--- config.mk ---
export PLATFORM = sky130hd
export DESIGN_NAME = blkaddr_seq
export DESIGN_NICKNAME = d
export VERILOG_FILES = /design/src/rtl/blkaddr_seq_pkg.sv /design/src/rtl/blkaddr_seq_ctrl.sv /design/src/rtl/blkaddr_seq_mix.sv /design/src/rtl/blkaddr_seq_ptr.sv /design/src/rtl/blkaddr_seq.sv
export SDC_FILE = /design/constraint.sdc
export NUM_CORES = 1
export LEC_CHECK = 0
export ABC_AREA = 1
export CORE_MARGIN = 2
export CORE_UTILIZATION = 54
export CTS_BUF_LIST = sky130_fd_sc_hd__clkbuf_2
export DETAILED_ROUTE_END_ITERATION = 6
export GPL_TIMING_DRIVEN = 0
export HOLD_SLACK_MARGIN = 0.06
export PLACE_DENSITY = 0.91
export SYNTH_ARGS = -nofsm -noshare
export SYNTH_HDL_FRONTEND = slang
export SYNTH_SLANG_ARGS = --single-unit
export TNS_END_PERCENT = 1
--- constraint.sdc ---
create_clock -name clk -period 3.17 [get_ports clk]
set_clock_uncertainty 0.05 [all_clocks]
set_input_delay 0.951 -clock clk [delete_from_list [all_inputs] [get_ports clk]]
set_output_delay 0.951 -clock clk [all_outputs]
set_load 0.02 [all_outputs]
--- src/rtl/blkaddr_seq_pkg.sv ---
package blkaddr_seq_pkg;
    typedef enum logic [1:0] {
        ST_UNINIT = 2'd0,
        ST_IDLE   = 2'd1,
        ST_ISSUE  = 2'd2
    } seq_state_e;
endpackage

--- src/rtl/blkaddr_seq_ctrl.sv ---
module blkaddr_seq_ctrl
    import blkaddr_seq_pkg::*;
(
    input  logic clk,
    input  logic rst,
    input  logic init,
    input  logic req,
    output logic accept,
    output logic load_init,
    output logic rsp_valid
);
    seq_state_e state_q, state_d;

    // state register
    always_ff @(posedge clk) begin
        if (rst) state_q <= ST_UNINIT;
        else     state_q <= state_d;
    end

    // next state
    always_comb begin
        state_d = state_q;
        unique case (state_q)
            ST_UNINIT: if (init) state_d = ST_IDLE;
            ST_IDLE: begin
                if (init)     state_d = ST_IDLE;
                else if (req) state_d = ST_ISSUE;
            end
            ST_ISSUE: begin
                if (init)     state_d = ST_IDLE;
                else if (req) state_d = ST_ISSUE;
                else          state_d = ST_IDLE;
            end
            default: state_d = ST_UNINIT;
        endcase
    end

    // outputs
    always_comb begin
        load_init = init;
        accept    = req && !init && (state_q != ST_UNINIT);
        rsp_valid = (state_q == ST_ISSUE);
    end

    assert_uninit_quiet_R2: assert property (@(posedge clk) disable iff (rst)
        (state_q == ST_UNINIT) |=> !rsp_valid);
    assert_rsp_follows_R4: assert property (@(posedge clk) disable iff (rst)
        accept |=> rsp_valid);
    assert_rsp_drops_R11: assert property (@(posedge clk) disable iff (rst)
        !accept |=> !rsp_valid);
endmodule

--- src/rtl/blkaddr_seq_mix.sv ---
module blkaddr_seq_mix #(
    parameter int AW        = 32,
    parameter int MW        = 64,
    parameter int ZB        = 10,
    parameter int BLK_BYTES = 64
) (
    input  logic          clk,
    input  logic          rst,
    input  logic          load_init,
    input  logic          accept,
    input  logic [MW-1:0] addr_in,
    output logic          jump,
    output logic [AW-1:0] jump_tgt
);
    localparam int BSH = $clog2(BLK_BYTES);

    logic [MW-1:0] mix_q, mix_upd;

    always_comb begin
        mix_upd  = mix_q ^ addr_in;
        jump     = accept && (mix_upd[ZB-1:0] == '0);
        jump_tgt = {mix_upd[ZB+AW-1:ZB+BSH], {BSH{1'b0}}};
    end

    always_ff @(posedge clk) begin
        if (rst)            mix_q <= '0;
        else if (load_init) mix_q <= '0;
        else if (accept)    mix_q <= mix_upd;
    end

    assert_mix_fold_R6: assert property (@(posedge clk) disable iff (rst)
        (accept && !load_init) |=> (mix_q == ($past(mix_q) ^ $past(addr_in))));
    assert_mix_cleared_R3: assert property (@(posedge clk) disable iff (rst)
        load_init |=> (mix_q == '0));
    assert_mix_quiet_R2: assert property (@(posedge clk) disable iff (rst)
        (!accept && !load_init) |=> $stable(mix_q));
endmodule

--- src/rtl/blkaddr_seq_ptr.sv ---
module blkaddr_seq_ptr #(
    parameter int AW        = 32,
    parameter int QW_BYTES  = 8,
    parameter int BLK_BYTES = 64
) (
    input  logic          clk,
    input  logic          rst,
    input  logic          load_init,
    input  logic          accept,
    input  logic          jump,
    input  logic [AW-1:0] seed,
    input  logic [AW-1:0] jump_tgt,
    output logic [AW-1:0] rd_addr,
    output logic [AW-1:0] blk_addr
);
    localparam int QSH = $clog2(QW_BYTES);
    localparam int BSH = $clog2(BLK_BYTES);
    localparam logic [AW-1:0] QW_STEP  = AW'(QW_BYTES);
    localparam logic [AW-1:0] BLK_STEP = AW'(BLK_BYTES);
    localparam logic [AW-1:0] BLK_MASK = ~(BLK_STEP - 1'b1);

    logic [AW-1:0] qw_q, blk_q, rd_q;
    logic [AW-1:0] seed_base, blk_eff;
    logic          last_qw;

    always_comb begin
        seed_base = seed & BLK_MASK;
        blk_eff   = jump ? jump_tgt : blk_q;
        last_qw   = &qw_q[BSH-1:QSH];
    end

    always_ff @(posedge clk) begin
        if (rst) begin
            qw_q  <= '0;
            blk_q <= '0;
            rd_q  <= '0;
        end else if (load_init) begin
            qw_q  <= seed_base;
            blk_q <= seed_base + BLK_STEP;
        end else if (accept) begin
            rd_q <= qw_q;
            if (last_qw) begin
                qw_q  <= blk_eff;
                blk_q <= blk_eff + BLK_STEP;
            end else begin
                qw_q  <= qw_q + QW_STEP;
                blk_q <= blk_eff;
            end
        end
    end

    assign rd_addr  = rd_q;
    assign blk_addr = blk_q;

    assert_init_load_R3: assert property (@(posedge clk) disable iff (rst)
        load_init |=> (blk_q == qw_q + BLK_STEP));
    assert_rd_value_R4: assert property (@(posedge clk) disable iff (rst)
        accept |=> (rd_addr == $past(qw_q) && rd_addr[QSH-1:0] == '0));
    assert_seq_step_R5: assert property (@(posedge clk) disable iff (rst)
        (accept && !last_qw) |=> (qw_q == $past(qw_q) + QW_STEP));
    assert_blk_aligned_R7: assert property (@(posedge clk) disable iff (rst)
        blk_q[BSH-1:0] == '0);
    assert_mid_jump_R7: assert property (@(posedge clk) disable iff (rst)
        (accept && jump && !last_qw) |=> (blk_q == $past(jump_tgt)));
    assert_boundary_R8: assert property (@(posedge clk) disable iff (rst)
        (accept && last_qw) |=> (blk_q == qw_q + BLK_STEP));
endmodule

--- src/rtl/blkaddr_seq.sv ---
module blkaddr_seq #(
    parameter int AW        = 32,
    parameter int MW        = 64,
    parameter int ZB        = 10,
    parameter int QW_BYTES  = 8,
    parameter int BLK_BYTES = 64
) (
    input  logic          clk,
    input  logic          rst,
    input  logic          init,
    input  logic [AW-1:0] seed,
    input  logic          req,
    input  logic [MW-1:0] addr_in,
    output logic          rsp_valid,
    output logic [AW-1:0] rd_addr,
    output logic [AW-1:0] prefetch_addr
);
    logic          accept, load_init, jump;
    logic [AW-1:0] jump_tgt;

    blkaddr_seq_ctrl u_ctrl (
        .clk       (clk),
        .rst       (rst),
        .init      (init),
        .req       (req),
        .accept    (accept),
        .load_init (load_init),
        .rsp_valid (rsp_valid)
    );

    blkaddr_seq_mix #(.AW(AW), .MW(MW), .ZB(ZB), .BLK_BYTES(BLK_BYTES)) u_mix (
        .clk       (clk),
        .rst       (rst),
        .load_init (load_init),
        .accept    (accept),
        .addr_in   (addr_in),
        .jump      (jump),
        .jump_tgt  (jump_tgt)
    );

    blkaddr_seq_ptr #(.AW(AW), .QW_BYTES(QW_BYTES), .BLK_BYTES(BLK_BYTES)) u_ptr (
        .clk       (clk),
        .rst       (rst),
        .load_init (load_init),
        .accept    (accept),
        .jump      (jump),
        .seed      (seed),
        .jump_tgt  (jump_tgt),
        .rd_addr   (rd_addr),
        .blk_addr  (prefetch_addr)
    );

    assert_prefetch_hold_R2: assert property (@(posedge clk) disable iff (rst)
        (!accept && !load_init) |=> $stable(prefetch_addr));
endmodule

==> Word level (Yosys, flattened, before mapping) <==
Index checks and enable logic that the tools add are counted.
{ "classes": {"n_mux": 13, "add_sub_neg": 3, "eq_ne": 4, "reduce_logical": 12, "bitwise_logic": 2} }
{ "op_table": {"columns": ["cell", "n"], "rows": [
  ["32-bit two-way mux", 7],
  ["32-bit by 7-bit adder with 32-bit output, second input constant", 2],
  ["64-bit bitwise XOR", 1],
  ["32-bit by 4-bit adder with 32-bit output, second input constant", 1],
  ["10-bit logical NOT", 1],
  ["2-bit two-way mux", 5],
  ["2-bit one-hot mux with 3 select lines", 1],
  ["2-bit AND reduction", 2],
  ["2-bit nonzero test", 2],
  ["1-bit logical AND", 3],
  ["3-bit inequality test, second input constant", 1],
  ["3-bit AND reduction", 1],
  ["2-bit by 1-bit equality test with 1-bit output, second input constant", 1],
  ["2-bit equality test, second input constant", 1],
  ["2-bit logical NOT", 1],
  ["2-bit inequality test, second input constant", 1],
  ["2-bit OR reduction", 1],
  ["1-bit logical NOT", 1],
  ["1-bit NOT", 1]
]} }
{ "word_totals": {"inputBits": 100, "output_inout_bits": 65, "regBits": 162} }

==> Logic depth before layout (Yosys ltp) <==
{ "logic_depth": {"ltp_word": 9, "ltp_mapped": 20, "ltp_nobuf": 19} }

==> By module <==
From an unflattened synthesis, not the netlist that was laid out.
{ "unflattened": {"hier_cells": 1401, "hier_area_um2": 8785.9} }
{ "modules_own_cells": {"columns": ["module", "cells_each", "area_per_inst_um2", "n_inst"], "rows": [
  ["blkaddr_seq_ptr", 1093, 6633.9, 1],
  ["blkaddr_seq_mix", 289, 2040.7, 1],
  ["blkaddr_seq_ctrl", 19, 111.4, 1]
]} }

==> Worst setup path after synthesis <==
OpenSTA, ideal clock, no wires.
{ "synth_timing": {"kind": "in2reg", "startpoint": "input seed[6]", "endpoint": "register u_ptr.blk_q[26] (netlist: u_ptr.blk_addr[26])", "slack_ns": 0.442, "t_required_ns": 3.011, "path_buffers": 0, "arrival_ns": 2.569, "stages": 16, "path_cell_list": "ha_1 nand3_1 nor2_1 nand2_1 nor2_1 nand2_1 nor2_1 nand3_1 nor2_1 nand3_1 nor2_1 a21oi_1 o21bai_1 inv_1 nand2_1 inv_1"} }
{ "synth_between": {"elab_chain_len": 2} }
{ "synth_rtl": {"columns": ["item", "line", "text"], "rows": [
  ["start: declaration", "blkaddr_seq.sv:11", "input logic [AW-1:0] seed,"],
  ["32-bit by 7-bit adder with 32-bit output", "blkaddr_seq_ptr.sv:39", "blk_q <= seed_base + BLK_STEP;"],
  ["32-bit two-way mux", "blkaddr_seq_ptr.sv:37", "end else if (load_init) begin"],
  ["end signal: assignment", "blkaddr_seq_ptr.sv:39", null],
  ["end signal: assignment", "blkaddr_seq_ptr.sv:44", "blk_q <= blk_eff + BLK_STEP;"],
  ["end signal: assignment", "blkaddr_seq_ptr.sv:47", "blk_q <= blk_eff;"],
  ["end: declaration", "blkaddr_seq_ptr.sv:22", "logic [AW-1:0] qw_q, blk_q, rd_q;"]
]} }
No other way between the ends.
A chain may end at the register's enable or synchronous reset.

==> Worst setup path in the final report <==
{ "layout_timing": {"startpoint": "input init", "endpoint": "register u_ptr.blk_q[31] (netlist: u_ptr.blk_addr[31])"} }
{ "layout_between": {"elab_chain_len": 9} }
{ "layout_rtl": {"columns": ["item", "line", "text"], "rows": [
  ["start: declaration", "blkaddr_seq.sv:10", "input logic init,"],
  ["1-bit logical NOT", "blkaddr_seq_ctrl.sv:41", "accept = req && !init && (state_q != ST_UNINIT);"],
  ["1-bit logical AND (2 in series)", "blkaddr_seq_ctrl.sv:41", null],
  ["1-bit logical AND", "blkaddr_seq_mix.sv:21", "jump = accept && (mix_upd[ZB-1:0] == '0);"],
  ["32-bit two-way mux", "blkaddr_seq_ptr.sv:28", "blk_eff = jump ? jump_tgt : blk_q;"],
  ["32-bit by 7-bit adder with 32-bit output", "blkaddr_seq_ptr.sv:44", null],
  ["32-bit two-way mux", "blkaddr_seq_ptr.sv:42", "if (last_qw) begin"],
  ["32-bit two-way mux", "blkaddr_seq_ptr.sv:40", "end else if (accept) begin"],
  ["32-bit two-way mux", "blkaddr_seq_ptr.sv:37", null]
]} }
Several ways; a longest one is shown, not always the timed one. The select of a mux whose other input is x is not followed.

==> impl_metrics.py <==
metrics = {
    "synth": {
        "synth_most_common_cell": "nand2_1",
        "seq_area_frac_synth": 0.3305,
        "syn_avg_cell_area_sq_um": 6.610,
        "synthTopCellsByCount": "nand2_1 (285), inv_1 (137), dfxtp_1 (134)",
        "syn_area_sq_um": 8117,
        "synth.distinct_cells": 46,
        "synth-seq-cells": 134,
        "synth_flop_cell": "dfxtp_1",
        "synth_top_cell_by_area": "dfxtp_1",
        "synthCells": 1228,
        "syn_nets": 1331,
        "synth_area_leaders": "dfxtp_1 (33%), nand2_1 (13%), inv_1 (6.3%)",
        "yosys_warnings": 0,
        "synth_edf_count": 0,
        "synth_top_area_frac": 0.3305,
        "async_reset_ff_frac": 0,
    },
    "routing": {
        "drc": 0,
        "drt-met1-wl_microns": 11770,
        "dr.max_layer_used": "met5",
        "dr.pass1.iters": 6,
        "met3_length_microns": 3839,
        "wl_met2_microns": 12510,
        "vias": 9395,
        "final_antenna_net_count": 0,
        "wl_per_cell_microns": 18.92,
        "avgViaCountPerCell": 5.976,
        "first_iter_violations": 1460,
        "finalWirelength_microns": 29740,
    },
    "global_route": {
        "grt_pass1_wl_microns": 45730,
        "track_usage": 0.3676,
        "grt_pass1_vias": 8621,
        "grt_max_degree": 17,
        "grt_overflow": 0,
        "antenna_found_initial": 1,
    },
    "die": {
        "initial_core_util": 0.5563,
        "num_rows": 44,
        "die_area_sq_um": 16030,
        "ios": 165,
        "die_h_microns": 126.6,
        "core_sq_um": 14590,
        "die_w_microns": 126.6,
    },
    "sta": {
        "period_needed_ns": 3.015,
        "rsz0062_at_grt": "true",
        "tightest_slew_ns": 0.9098,
        "hold_viol": 0,
        "drv_slew": 0,
        "relSlewSlack": 0.3935,
        "layout_setup_ws_ns": 0.1550,
        "setup-tns-final_ns": 0,
        "fin_crit_sh": 0.9511,
        "max_freq_mhz": 331.7,
        "setup_viol": 0,
    },
    "critical_path": {
        "arrival_ns": 3.69,
        "cp_data_required_time_ns": 3.84,
        "cp_max_fo": 10,
        "worstSetupStartpointType": "input pin",
        "crit_slowest_cell": "clkdlybuf4s50_1",
        "cp_common_cell": "nand2_1",
        "max_stage_delay_ns": 0.48,
        "crit_path_end_kind": "flop",
        "criticalPathCategory": "in2reg",
        "path_cells": "clkdlybuf4s50_1, inv_4, nand2_2, nor2_4, nand2_1, nor2_1, nand3_4, buf_6, nand2_1, nand2_1, nor2_1, nand3_1, nor2_2, nand3_1, nand2_1, nand3_1, nand2_1, inv_1",
    },
    "layout": {
        "diodes": 0,
        "final-instance-count-excl-fill": 1572,
        "fin_area_sq_um": 9877,
        "nets": 1479,
        "post_route_cells_drive_above_1_share": 0.07853,
        "area_growth_pct": 21.69,
        "fillers": 1294,
    },
    "power_and_ir_drop": {
        "p_per_area_nw_per_um2": 367.8,
        "p_total_w": 0.003633,
        "irDropWorstVdd_v": 0.0002002,
        "leakagePower_nw": 4.069,
    },
    "clocking": {
        "holdBufCountCts": 0,
        "cts_buffers": 17,
        "cts_tree": "built",
        "clkTransAtPathRegs_ns": 0.20,
        "clockBufferDepth": 2,
        "clockRootBuffer": "clkbuf_2",
        "numClockSinks": 134,
        "h-tree-depth": 4,
        "post_cts_buffers": 0,
        "clk_latency_ns": 0.80,
    },
    "placement": {
        "dp_hpwl_microns": 22470,
        "gp_congestion": 1.051,
        "io_buffers": 130,
        "post-place-ws_ns": -0.7764,
        "placed_area_sq_um": 9648,
        "dp.cells": 1542,
    },
    "hold_path": {
        "hold_path_class": "reg2reg",
    },
    "outcome": {
        "status": "finished, final reports clean",
    },
    "job": {
        "cap_violations": 0,
    },
}
-- kinds of logic (layout without fill, tap and decap cells) --
kind of cell    Yosys count  in the layout  share of synthesized area
simple gates            569            569                     0.3206
compound gates          269            269                     0.1924
buf+inv                 203            363                    0.09696
flops                   134            134                     0.3305
xor+xnor                 50             50                    0.05488
fa+ha+maj                 3              3                   0.004625
-- path summary, 6_finish.rpt --
path | slack, ns | end | cells past startpoint | start
setup / recovery | 0.15 | u_ptr.blk_addr[31] | 18 | init
hold / removal | 0.43 | u_ptr.blk_addr[3] | 2 | u_ptr.blk_addr[3]
setup reg to reg | 0.15 | u_ptr.qw_q[21] | 12 | u_ptr.qw_q[3]
hold reg to reg | 0.43 | u_ptr.blk_addr[3] | 2 | u_ptr.blk_addr[3]
-- per-stage QoR --
| stage | hold WS, ns | utilization |
|---|---|---|
| after floorplan | 0.3970 | - |
| after global placement | 0.3966 | 0.6613 |
| after detailed placement | 0.4062 | 0.6613 |
| after CTS | 0.4287 | 0.6768 |
| after global routing | 0.4442 | 0.6770 |
| final | 0.4270 | 0.6770 |
-- cells in the final DEF (no fill, tap or decap), drive strengths merged, types with 4 or more instances in the layout --
cell type and instances:
clkinvlp 7, nand2 303, nor4 5, a211oi 15, nor2 145, o21ai 106
o221ai 4, nand3 70, o21bai 7, o22ai 12, nand4 18, a21oi 89
o211ai 6, nor3 22, clkbuf 56, dfxtp 134, buf 11, a31oi 14
inv 152, a221oi 4, xnor2 15, clkinv 5, xor2 35, clkdlybuf4s50 130
-- where the power goes --
group,internal (W),total [W],switching (W)
logic,0.000290,0.000761,0.000471
clock network,0.000345,0.00104,0.000699
registers,0.00176,0.00183,0.0000690
total,0.00239,0.00363,0.00124
-- layer usage --
layer  up-vias  track usage
li1       4329            -
met1      4227       0.4863
met2       690       0.5455
met3       147       0.1012
met4         2       0.1959
met5         -            0
-- area by class of cell --
type                    count  area (sq um)  area share
clock buffers              17         85.08    0.008614
well taps                 184         230.2     0.02331
flip-flops and latches    134          2683      0.2716
repair buffers            130          1301      0.1317
multi-input cells         891          4652      0.4710
plain buffers              50         215.2     0.02179
clock inverters            14         137.6     0.01393
inverters                 152         573.1     0.05802
-- worst max-delay path, delay by kind of cell --
family / cells / cell delay (ns)
AND/OR/NAND/NOR: 14 / 1.82
buffers and inverters: 4 / 0.90
-- flip-flops by register name, indices dropped and copies added, names as in the netlist, named ones only --
| signal | flops |
|---|---|
| u_ptr.rd_addr | 32 |
| u_ptr.blk_addr | 32 |
| u_ptr.qw_q | 29 |
| u_ctrl.state_q | 2 |
| u_mix.mix_q | 36 |
-- timing repair --
| item | CTS | global route |
|---|---|---|
| pin swaps | 0 | 0 |
| gates resized for setup | 1 | 5 |
| gates cloned | 0 | 0 |
| setup endpoints to repair | 4 | 26 |
Note: power is estimated with default switching activity, not from simulation.
